$ cat config.mk
export PLATFORM = sky130hd
export DESIGN_NAME = potbank_core
export DESIGN_NICKNAME = d
export VERILOG_FILES = /design/src/rtl/potbank_pkg.sv /design/src/rtl/pot_cmd_gate.sv /design/src/rtl/pot_prog_timer.sv /design/src/rtl/pot_tap_decoder.sv /design/src/rtl/pot_channel.sv /design/src/rtl/potbank_core.sv
export SDC_FILE = /design/constraint.sdc
export NUM_CORES = 1
export LEC_CHECK = 0
export BUFFER_PORTS_ARGS = -buffer_cell sky130_fd_sc_hd__buf_4
export CAP_MARGIN = 25
export CORE_ASPECT_RATIO = 1.2
export CORE_MARGIN = 5
export CORE_UTILIZATION = 35
export DETAILED_ROUTE_END_ITERATION = 6
export SKIP_CTS_REPAIR_TIMING = 1
export SLEW_MARGIN = 10
export SYNTH_ARGS = -nofsm -noshare
export SYNTH_HDL_FRONTEND = slang
export SYNTH_SLANG_ARGS = --single-unit
$ cat constraint.sdc
create_clock -name clk -period 2.9 [get_ports clk]
set_input_delay 0.58 -clock clk [delete_from_list [all_inputs] [get_ports clk]]
set_output_delay 0.58 -clock clk [all_outputs]
set_load 0.02 [all_outputs]
$ cat src/rtl/potbank_pkg.sv
package potbank_pkg;

    localparam int TAP_W     = 6;
    localparam int NUM_TAPS  = 1 << TAP_W;
    localparam int NUM_CH    = 2;
    localparam int CH_W      = (NUM_CH > 1) ? $clog2(NUM_CH) : 1;
    localparam int NUM_SLOTS = 4;
    localparam int SLOT_W    = $clog2(NUM_SLOTS);
    localparam int ADDR_W    = 4;
    localparam int OP_W      = 3;

    typedef logic [TAP_W-1:0] tap_t;

    typedef enum logic [OP_W-1:0] {
        OP_RD_WIPER = 3'd0,
        OP_WR_WIPER = 3'd1,
        OP_RD_SLOT  = 3'd2,
        OP_WR_SLOT  = 3'd3,
        OP_LOAD     = 3'd4,
        OP_STORE    = 3'd5,
        OP_UP       = 3'd6,
        OP_DOWN     = 3'd7
    } op_e;

    typedef struct packed {
        logic              valid;
        logic [ADDR_W-1:0] addr;
        op_e               op;
        logic [CH_W-1:0]   chan;
        logic [SLOT_W-1:0] idx;
        tap_t              data;
    } cmd_t;

    function automatic logic writes_slot(input op_e op);
        return (op == OP_WR_SLOT) || (op == OP_STORE);
    endfunction

    function automatic logic is_read(input op_e op);
        return (op == OP_RD_WIPER) || (op == OP_RD_SLOT);
    endfunction

    function automatic tap_t step_tap(input tap_t cur, input logic up);
        tap_t nxt;
        if (up) nxt = (cur == tap_t'(NUM_TAPS - 1)) ? cur : cur + tap_t'(1);
        else    nxt = (cur == tap_t'(0)) ? cur : cur - tap_t'(1);
        return nxt;
    endfunction

endpackage

$ cat src/rtl/pot_cmd_gate.sv
module pot_cmd_gate
    import potbank_pkg::*;
(
    input  cmd_t              cmd,
    input  logic [ADDR_W-1:0] strap,
    input  logic              busy,
    input  logic              wp_n,
    input  logic              recall,
    output logic              accept,
    output logic              refuse,
    output logic              prog_start
);
    logic hit;
    logic slot_wr;
    logic blocked;

    always_comb begin
        hit        = cmd.valid && (cmd.addr == strap);
        slot_wr    = writes_slot(cmd.op);
        blocked    = recall || busy || (slot_wr && !wp_n);
        accept     = hit && !blocked;
        refuse     = hit && blocked;
        prog_start = accept && slot_wr;
    end
endmodule

$ cat src/rtl/pot_prog_timer.sv
module pot_prog_timer #(
    parameter int PROG_CYCLES = 500000
) (
    input  logic clk,
    input  logic rst,
    input  logic start,
    output logic busy
);
    localparam int CNT_W = $clog2(PROG_CYCLES + 1);
    localparam logic [CNT_W-1:0] CNT_LOAD = CNT_W'(PROG_CYCLES);

    logic [CNT_W-1:0] remain;

    always_ff @(posedge clk) begin
        if (rst)                   remain <= '0;
        else if (start)            remain <= CNT_LOAD;
        else if (remain != '0)     remain <= remain - CNT_W'(1);
    end

    assign busy = (remain != '0);
endmodule

$ cat src/rtl/pot_tap_decoder.sv
module pot_tap_decoder
    import potbank_pkg::*;
(
    input  tap_t                wiper,
    output logic [NUM_TAPS-1:0] onehot
);
    for (genvar t = 0; t < NUM_TAPS; t++) begin : g_tap
        assign onehot[t] = (wiper == tap_t'(t));
    end
endmodule

$ cat src/rtl/pot_channel.sv
module pot_channel
    import potbank_pkg::*;
#(
    parameter tap_t INIT_SETTING = tap_t'(32)
) (
    input  logic                clk,
    input  logic                rst,
    input  logic                sel,
    input  op_e                 op,
    input  logic [SLOT_W-1:0]   idx,
    input  tap_t                data,
    input  logic                recall,
    output tap_t                peek,
    output logic [NUM_TAPS-1:0] taps
);
    tap_t wiper;
    tap_t slot [NUM_SLOTS];

    always_ff @(posedge clk) begin
        if (rst) begin
            wiper <= INIT_SETTING;
            for (int i = 0; i < NUM_SLOTS; i++) slot[i] <= INIT_SETTING;
        end else begin
            if (sel) begin
                unique case (op)
                    OP_WR_WIPER: wiper     <= data;
                    OP_WR_SLOT:  slot[idx] <= data;
                    OP_LOAD:     wiper     <= slot[idx];
                    OP_STORE:    slot[idx] <= wiper;
                    OP_UP:       wiper     <= step_tap(wiper, 1'b1);
                    OP_DOWN:     wiper     <= step_tap(wiper, 1'b0);
                    default:     ;
                endcase
            end
            if (recall) wiper <= slot[0];
        end
    end

    assign peek = (op == OP_RD_WIPER) ? wiper : slot[idx];

    pot_tap_decoder u_dec (
        .wiper  (wiper),
        .onehot (taps)
    );
endmodule

$ cat src/rtl/potbank_core.sv
module potbank_core
    import potbank_pkg::*;
#(
    parameter int   PROG_CYCLES  = 500000,
    parameter tap_t INIT_SETTING = tap_t'(32)
) (
    input  logic                       clk,
    input  logic                       rst,
    input  logic [ADDR_W-1:0]          strap,
    input  logic                       wp_n,
    input  logic                       recall,
    input  logic                       cmd_valid,
    input  logic [ADDR_W-1:0]          cmd_addr,
    input  logic [OP_W-1:0]            cmd_op,
    input  logic [CH_W-1:0]            cmd_chan,
    input  logic [SLOT_W-1:0]          cmd_idx,
    input  logic [TAP_W-1:0]           cmd_data,
    output logic                       ack,
    output logic                       reject,
    output logic                       rd_valid,
    output logic [TAP_W-1:0]           rd_data,
    output logic                       busy,
    output logic [NUM_CH*NUM_TAPS-1:0] tap_sel
);
    cmd_t cmd;
    logic accept;
    logic refuse;
    logic prog_start;
    tap_t peek [NUM_CH];

    always_comb begin
        cmd.valid = cmd_valid;
        cmd.addr  = cmd_addr;
        cmd.op    = op_e'(cmd_op);
        cmd.chan  = cmd_chan;
        cmd.idx   = cmd_idx;
        cmd.data  = cmd_data;
    end

    pot_cmd_gate u_gate (
        .cmd        (cmd),
        .strap      (strap),
        .busy       (busy),
        .wp_n       (wp_n),
        .recall     (recall),
        .accept     (accept),
        .refuse     (refuse),
        .prog_start (prog_start)
    );

    pot_prog_timer #(.PROG_CYCLES(PROG_CYCLES)) u_timer (
        .clk   (clk),
        .rst   (rst),
        .start (prog_start),
        .busy  (busy)
    );

    for (genvar c = 0; c < NUM_CH; c++) begin : g_ch
        pot_channel #(.INIT_SETTING(INIT_SETTING)) u_ch (
            .clk    (clk),
            .rst    (rst),
            .sel    (accept && (cmd.chan == CH_W'(c))),
            .op     (cmd.op),
            .idx    (cmd.idx),
            .data   (cmd.data),
            .recall (recall),
            .peek   (peek[c]),
            .taps   (tap_sel[c*NUM_TAPS +: NUM_TAPS])
        );
    end

    always_ff @(posedge clk) begin
        if (rst) begin
            ack      <= 1'b0;
            reject   <= 1'b0;
            rd_valid <= 1'b0;
            rd_data  <= '0;
        end else begin
            ack      <= accept;
            reject   <= refuse;
            rd_valid <= accept && is_read(cmd.op);
            if (accept && is_read(cmd.op)) rd_data <= peek[cmd.chan];
        end
    end
endmodule

==> results.toml, run 1 <==
[outcome]
status = "complete, no violations"

[job]
max-cap-violations = 0

[floorplanning]
die_y_um = 153.8
io_pins = 163
die_area_um2 = 19980
core-area_um2 = 16920
start_util = 0.3567
die_w_um = 129.9
rows = 52

[detailed_routing]
route.detailed.drc = 0
wl_per_cell_um = 19.15
totalWireLength_um = 20460
drtAntennaViolNets = 0
vias = 5857
drt-vias-per-instance = 5.484
first_iter_violations = 412
first_pass_iters = 5

[synth]
synth_enable_flop_cells = 48
synthTopCellsByArea = "edfxtp_1, dfxtp_1, nor2_1"
yosysUniqueCellTypes = 70
yosys_warnings = 0
syn_nets = 734
syn_avg_cell_area_um2 = 8.658
yosysTopAreaCell = "edfxtp_1"
synth_seq_area_share = 0.3716
ys_ff_latch = 88
synth_async_sr_flop_share = 0
yosysTopAreaCellShare = 0.2389
synthCells = 697
netlist_area_um2 = 6035
ys.flop_type = "edfxtp_1"

[setup_path]
critPathMaxFanout = 9
endpoint_kind = "flip-flop"
cp.arrival_ns = 2.83
worst-setup-path-type = "flip-flop to flip-flop"
critPathRequiredTime_ns = 3.14
startpoint_type = "flip-flop"
r2r_slack_ns = 0.31

[pwr]
p_per_area_nw_per_um2 = 570.9
intPower_mw = 2.717
peakVddDrop_v = 0.0005155
swShare = 0.3885
pwr-share-comb = 0.376
p_sw_mw = 1.726
pwr-share-clk = 0.247
power_leakage_nw = 3.161
pwr-share-seq = 0.377

[clocking]
clkTransAtPathRegs_ns = 0.06
htreeDepth = 3
cts_tree = "built"
cts_max_path_buffers = 2
cts_inserted_buffers = 9
cts_sinks = 88
clockRootBuffer = "clkbuf_16"
insertion_delay_ns = 0.35

[sta]
setup_viol = 0
worst_slew_pin_slew_ns = 0.6751
rsz0062_at_grt = "false"
hold_viol_final = 0
post-route-min-period_ns = 2.593
maxSlewHeadroom = 0.5469
fin_skew_ns = 0.005830
finalMaxSlewViolations = 0
tns_ns = 0
timing.fmax_mhz = 385.6
min_period_over_period = 0.8942
whs_ns = 0.5090

[placed_design]
port_buffers = 162
dpl.hpwl_um = 15770
gp_congestion = 0.8850

[final_layout]
area_growth_pct = 28.99
final_common_cell = "nor2_1"
fillers = 1684
fin_nets = 884
drive_gt1_frac = 0.2770
multi_input_area_um2 = 3543
antenna_cells = 0
final-seq-area_um2 = 2242
mostFrequentLayoutCells = "nor2_1, buf_4, nand2_1"

[global_routing]
grt_pass1_wl_um = 30950
antenna_found_initial = 0
grt_overflow = 0
first_global_vias = 5547
grt_max_degree = 27
grt_usage = 0.1979

[worst_hold_path]
hold_path_class = "flip-flop to flip-flop"
==> power groups by stage <==
stage | clock (mW) | combinational [mW] | sequential (mW)
2_1_floorplan | 0 | 1.28 | 1.65
3_3_place_gp | 0 | 1.66 | 1.70
3_5_place_dp | 0 | 1.66 | 1.70
4_1_cts | 1.13 | 1.67 | 1.67
5_1_grt | 1.16 | 1.85 | 1.70
6_report | 1.10 | 1.67 | 1.68
==> layer usage <==
metal / share of wire / vias up / global-route usage
met5: 0 / - / 0
met4: 0.029 / 0 / 0.07772
met3: 0.089 / 45 / 0.04268
met2: 0.48 / 275 / 0.3323
met1: 0.40 / 2743 / 0.2461
li1: - / 2794 / -
==> Yosys cell counts (3+ instances only) <==
library cell and number:
nor2_1 198, nand2_1 53, edfxtp_1 48, dfxtp_1 40, clkbuf_1 38, mux4_2 18, nor2b_1 18, nand3_1 17
mux2i_1 16, o21ai_0 15, nand4_1 14, a21oi_1 13, inv_1 13, xor2_1 13, ha_1 12, xnor2_1 11
a22o_1 10, nand2b_1 9, nor3_1 8, buf_2 7, nor4_1 7, o22ai_1 7, or3_1 7, a21o_1 6
a211oi_1 5, and2_1 5, and3_1 5, nand3b_1 5, o211ai_1 5, a221oi_1 4, nor4_4 4, a211o_1 3
a311o_1 3, and4b_1 3, nor3b_1 3, nor4b_1 3, o221ai_1 3, o31ai_1 3, or4_1 3
==> worst paths after layout <==
kind / from / to / cells after the start
setup / recovery: g_ch[0].u_ch.wiper[1] / g_ch[0].u_ch.wiper[3] / 6
hold / removal: u_timer.remain[6] / u_timer.remain[6] / 2
setup reg to reg: g_ch[0].u_ch.wiper[1] / g_ch[0].u_ch.wiper[3] / 6
hold reg to reg: u_timer.remain[6] / u_timer.remain[6] / 2
==> final cells by class <==
| class | count | share of cell area |
|---|---|---|
| Inverter | 15 | 0.007234 |
| Timing Repair Buffer | 186 | 0.1794 |
| Tap cell | 216 | 0.03472 |
| Clock inverter | 4 | 0.003697 |
| Sequential cell | 88 | 0.2881 |
| Clock buffer | 12 | 0.03167 |
| Multi-Input combinational cell | 547 | 0.4552 |
==> critical path, cell delays in order, from the launching register on <==
cell,delay [ns]
dfxtp_1,0.58
ha_1,0.36
nand3_1,0.28
o32ai_1,0.37
a211oi_1,0.19
a21oi_2,0.34
mux2_2,0.37
==> per-stage QoR <==
step | util | area (um2) | worst slack, ns | total power [mW] | instances
finish | 0.4601 | 7784 | 0.3069 | 4.444 | 1068
global placement | 0.4439 | 7508 | 0.3280 | 3.364 | 1052
detailed placement | 0.4439 | 7508 | 0.2552 | 3.362 | 1052
CTS | 0.4601 | 7784 | 0.2682 | 4.474 | 1068
floorplan | - | 6035 | 0.3177 | 2.924 | 697
global route | 0.4601 | 7784 | 0.1519 | 4.710 | 1068
==> cells by family after synthesis <==
kind of cell,Yosys count,share of synthesized area
and+or+nand+nor,378,0.3123
AOI/OAI and AO/OA,97,0.1178
xor gates and xnor gates,24,0.03483
muxes,36,0.09745
DFF,88,0.3716
adders and majority gates,12,0.02488
buffers and inverters,62,0.04126
==> state kept, by name, indices dropped and copies added (netlist names) <==
| signal | flops |
|---|---|
| g_ch.u_ch.wiper | 12 |
| ack | 1 |
| rd_data | 6 |
| g_ch.u_ch.slot | 48 |
| u_timer.remain | 19 |
| rd_valid | 1 |
| reject | 1 |
(Power assumes the default switching activity.)
==> inputs of run 2 (changes only) <==
- clock period: 2.9 -> 2.7 ns (I/O delays scaled with it)
==> results.toml, run 2 (synthesis gave the netlist of run 1 again) <==
[final_layout]
top_regs = "g_ch.u_ch.slot: 48 flops, u_timer.remain: 19 flops, g_ch.u_ch.wiper: 12 flops"
top_register = "g_ch.u_ch.slot"
post-route-util = 0.4709
antenna_cells = 0
final_common_cell = "buf_4"
area_growth_pct = 31.99
largest_register_ff_count = 48
multi_input_area_um2 = 3546
drive_gt1_frac = 0.2967
mostFrequentLayoutCells = "buf_4, nor2_1, nand2_1"
final_cell_area_um2 = 7965
fin_nets = 905
final-seq-area_um2 = 2242
fillers = 1676

[floorplanning]
io_pins = 163
die_w_um = 129.9
core-area_um2 = 16920
start_util = 0.3567
die_area_um2 = 19980
rows = 52
die_y_um = 153.8

[placed_design]
port_buffers = 162
dpl.hpwl_um = 16070
place_area_um2 = 7666
gp_congestion = 0.9183

[pwr]
power_leakage_nw = 3.270
peakVddDrop_v = 0.0005320
total_power_mw = 4.961
p_per_area_nw_per_um2 = 622.9

[sta]
tns_ns = 0
hold_viol_final = 0
post-route-min-period_ns = 2.433
worst_slew_pin_slew_ns = 0.6232
setup_viol = 0
maxSlewHeadroom = 0.5846
finalMaxSlewViolations = 0
whs_ns = 0.5153
timing.fmax_mhz = 411.0
rsz0062_at_grt = "false"
fin_skew_ns = 0.005207
min_period_over_period = 0.9012

[detailed_routing]
drt-vias-per-instance = 5.388
totalWireLength_um = 20490
drtAntennaViolNets = 0
route.detailed.drc = 0
first_pass_iters = 5
wl_per_cell_um = 18.81
vias = 5868
first_iter_violations = 457

[global_routing]
met3_usage = 0.04268
met2_usage = 0.3266
antenna_found_initial = 0
grt_pass1_wl_um = 31120
grtUsageMet1 = 0.2529
grt_max_degree = 25
grt_usage = 0.1977
grt.busiest_layer = "met2"
grt_overflow = 0
first_global_vias = 5565

[setup_path]
startpoint_type = "flip-flop"
critPathRequiredTime_ns = 2.16
worst-setup-path-type = "flip-flop to output pin"
cp.arrival_ns = 1.89
endpoint_kind = "output pin"
r2r_cells = 7
critPathMaxFanout = 7

[clocking]
insertion_delay_ns = 0.35
clkTransAtPathRegs_ns = 0.07
cts_max_path_buffers = 2
htreeDepth = 3
cts_tree = "built"
clockRootBuffer = "clkbuf_16"
cts_inserted_buffers = 9
cts_sinks = 88

[job]
max-cap-violations = 0

[worst_hold_path]
hold_depth = 2
hold_path_class = "flip-flop to flip-flop"

[outcome]
status = "complete, no violations"
run 2: area by class of cell:
| cell class | count | area share |
|---|---|---|
| clock inverters | 7 | 0.008954 |
| repair buffers | 207 | 0.1951 |
| well taps | 216 | 0.03393 |
| multi-input cells | 547 | 0.4452 |
| clock buffers | 9 | 0.02828 |
| flip-flops and latches | 88 | 0.2815 |
| inverters | 15 | 0.007069 |
run 2: path summary, 6_finish.rpt:
kind / start / to / slack (ns)
worst min register to register: u_timer.remain[6] / u_timer.remain[6] / 0.52
worst max register to register: g_ch[1].u_ch.wiper[0] / g_ch[1].u_ch.wiper[3] / 0.27
worst min-delay path: u_timer.remain[6] / u_timer.remain[6] / 0.52
worst max-delay path: u_timer.remain[3] / busy / 0.27
run 2: critical path: stages (launching register included):
cell and delay (ns):
dfxtp_1 0.39, nor4_4 0.41, buf_4 0.20, and3_1 0.23, nand3_1 0.13, buf_4 0.19
run 2: stage by stage:
| step | setup WS (ns) | std cells |
|---|---|---|
| after floorplan | 0.1577 | 697 |
| after global placement | 0.2180 | 1073 |
| after detailed placement | 0.1462 | 1073 |
| after CTS | 0.2386 | 1089 |
| after global routing | 0.1538 | 1089 |
| final | 0.2668 | 1089 |
run 2: power by group:
| part | internal, mW | total (mW) | switching, mW | leakage [nW] |
|---|---|---|---|---|
| registers | 1.57 | 1.80 | 0.224 | 0.794 |
| logic | 0.767 | 1.91 | 1.14 | 2.34 |
| clock network | 0.717 | 1.26 | 0.540 | 0.139 |
| total | 3.06 | 4.96 | 1.91 | 3.27 |
run 2: layer usage:
| metal | vias up | wire, um | part of all wire |
|---|---|---|---|
| met4 | 0 | 611 | 0.030 |
| met5 | - | 0 | 0 |
| met1 | 2728 | 8497 | 0.41 |
| met3 | 39 | 1784 | 0.087 |
| met2 | 253 | 9592 | 0.47 |
| li1 | 2848 | - | - |
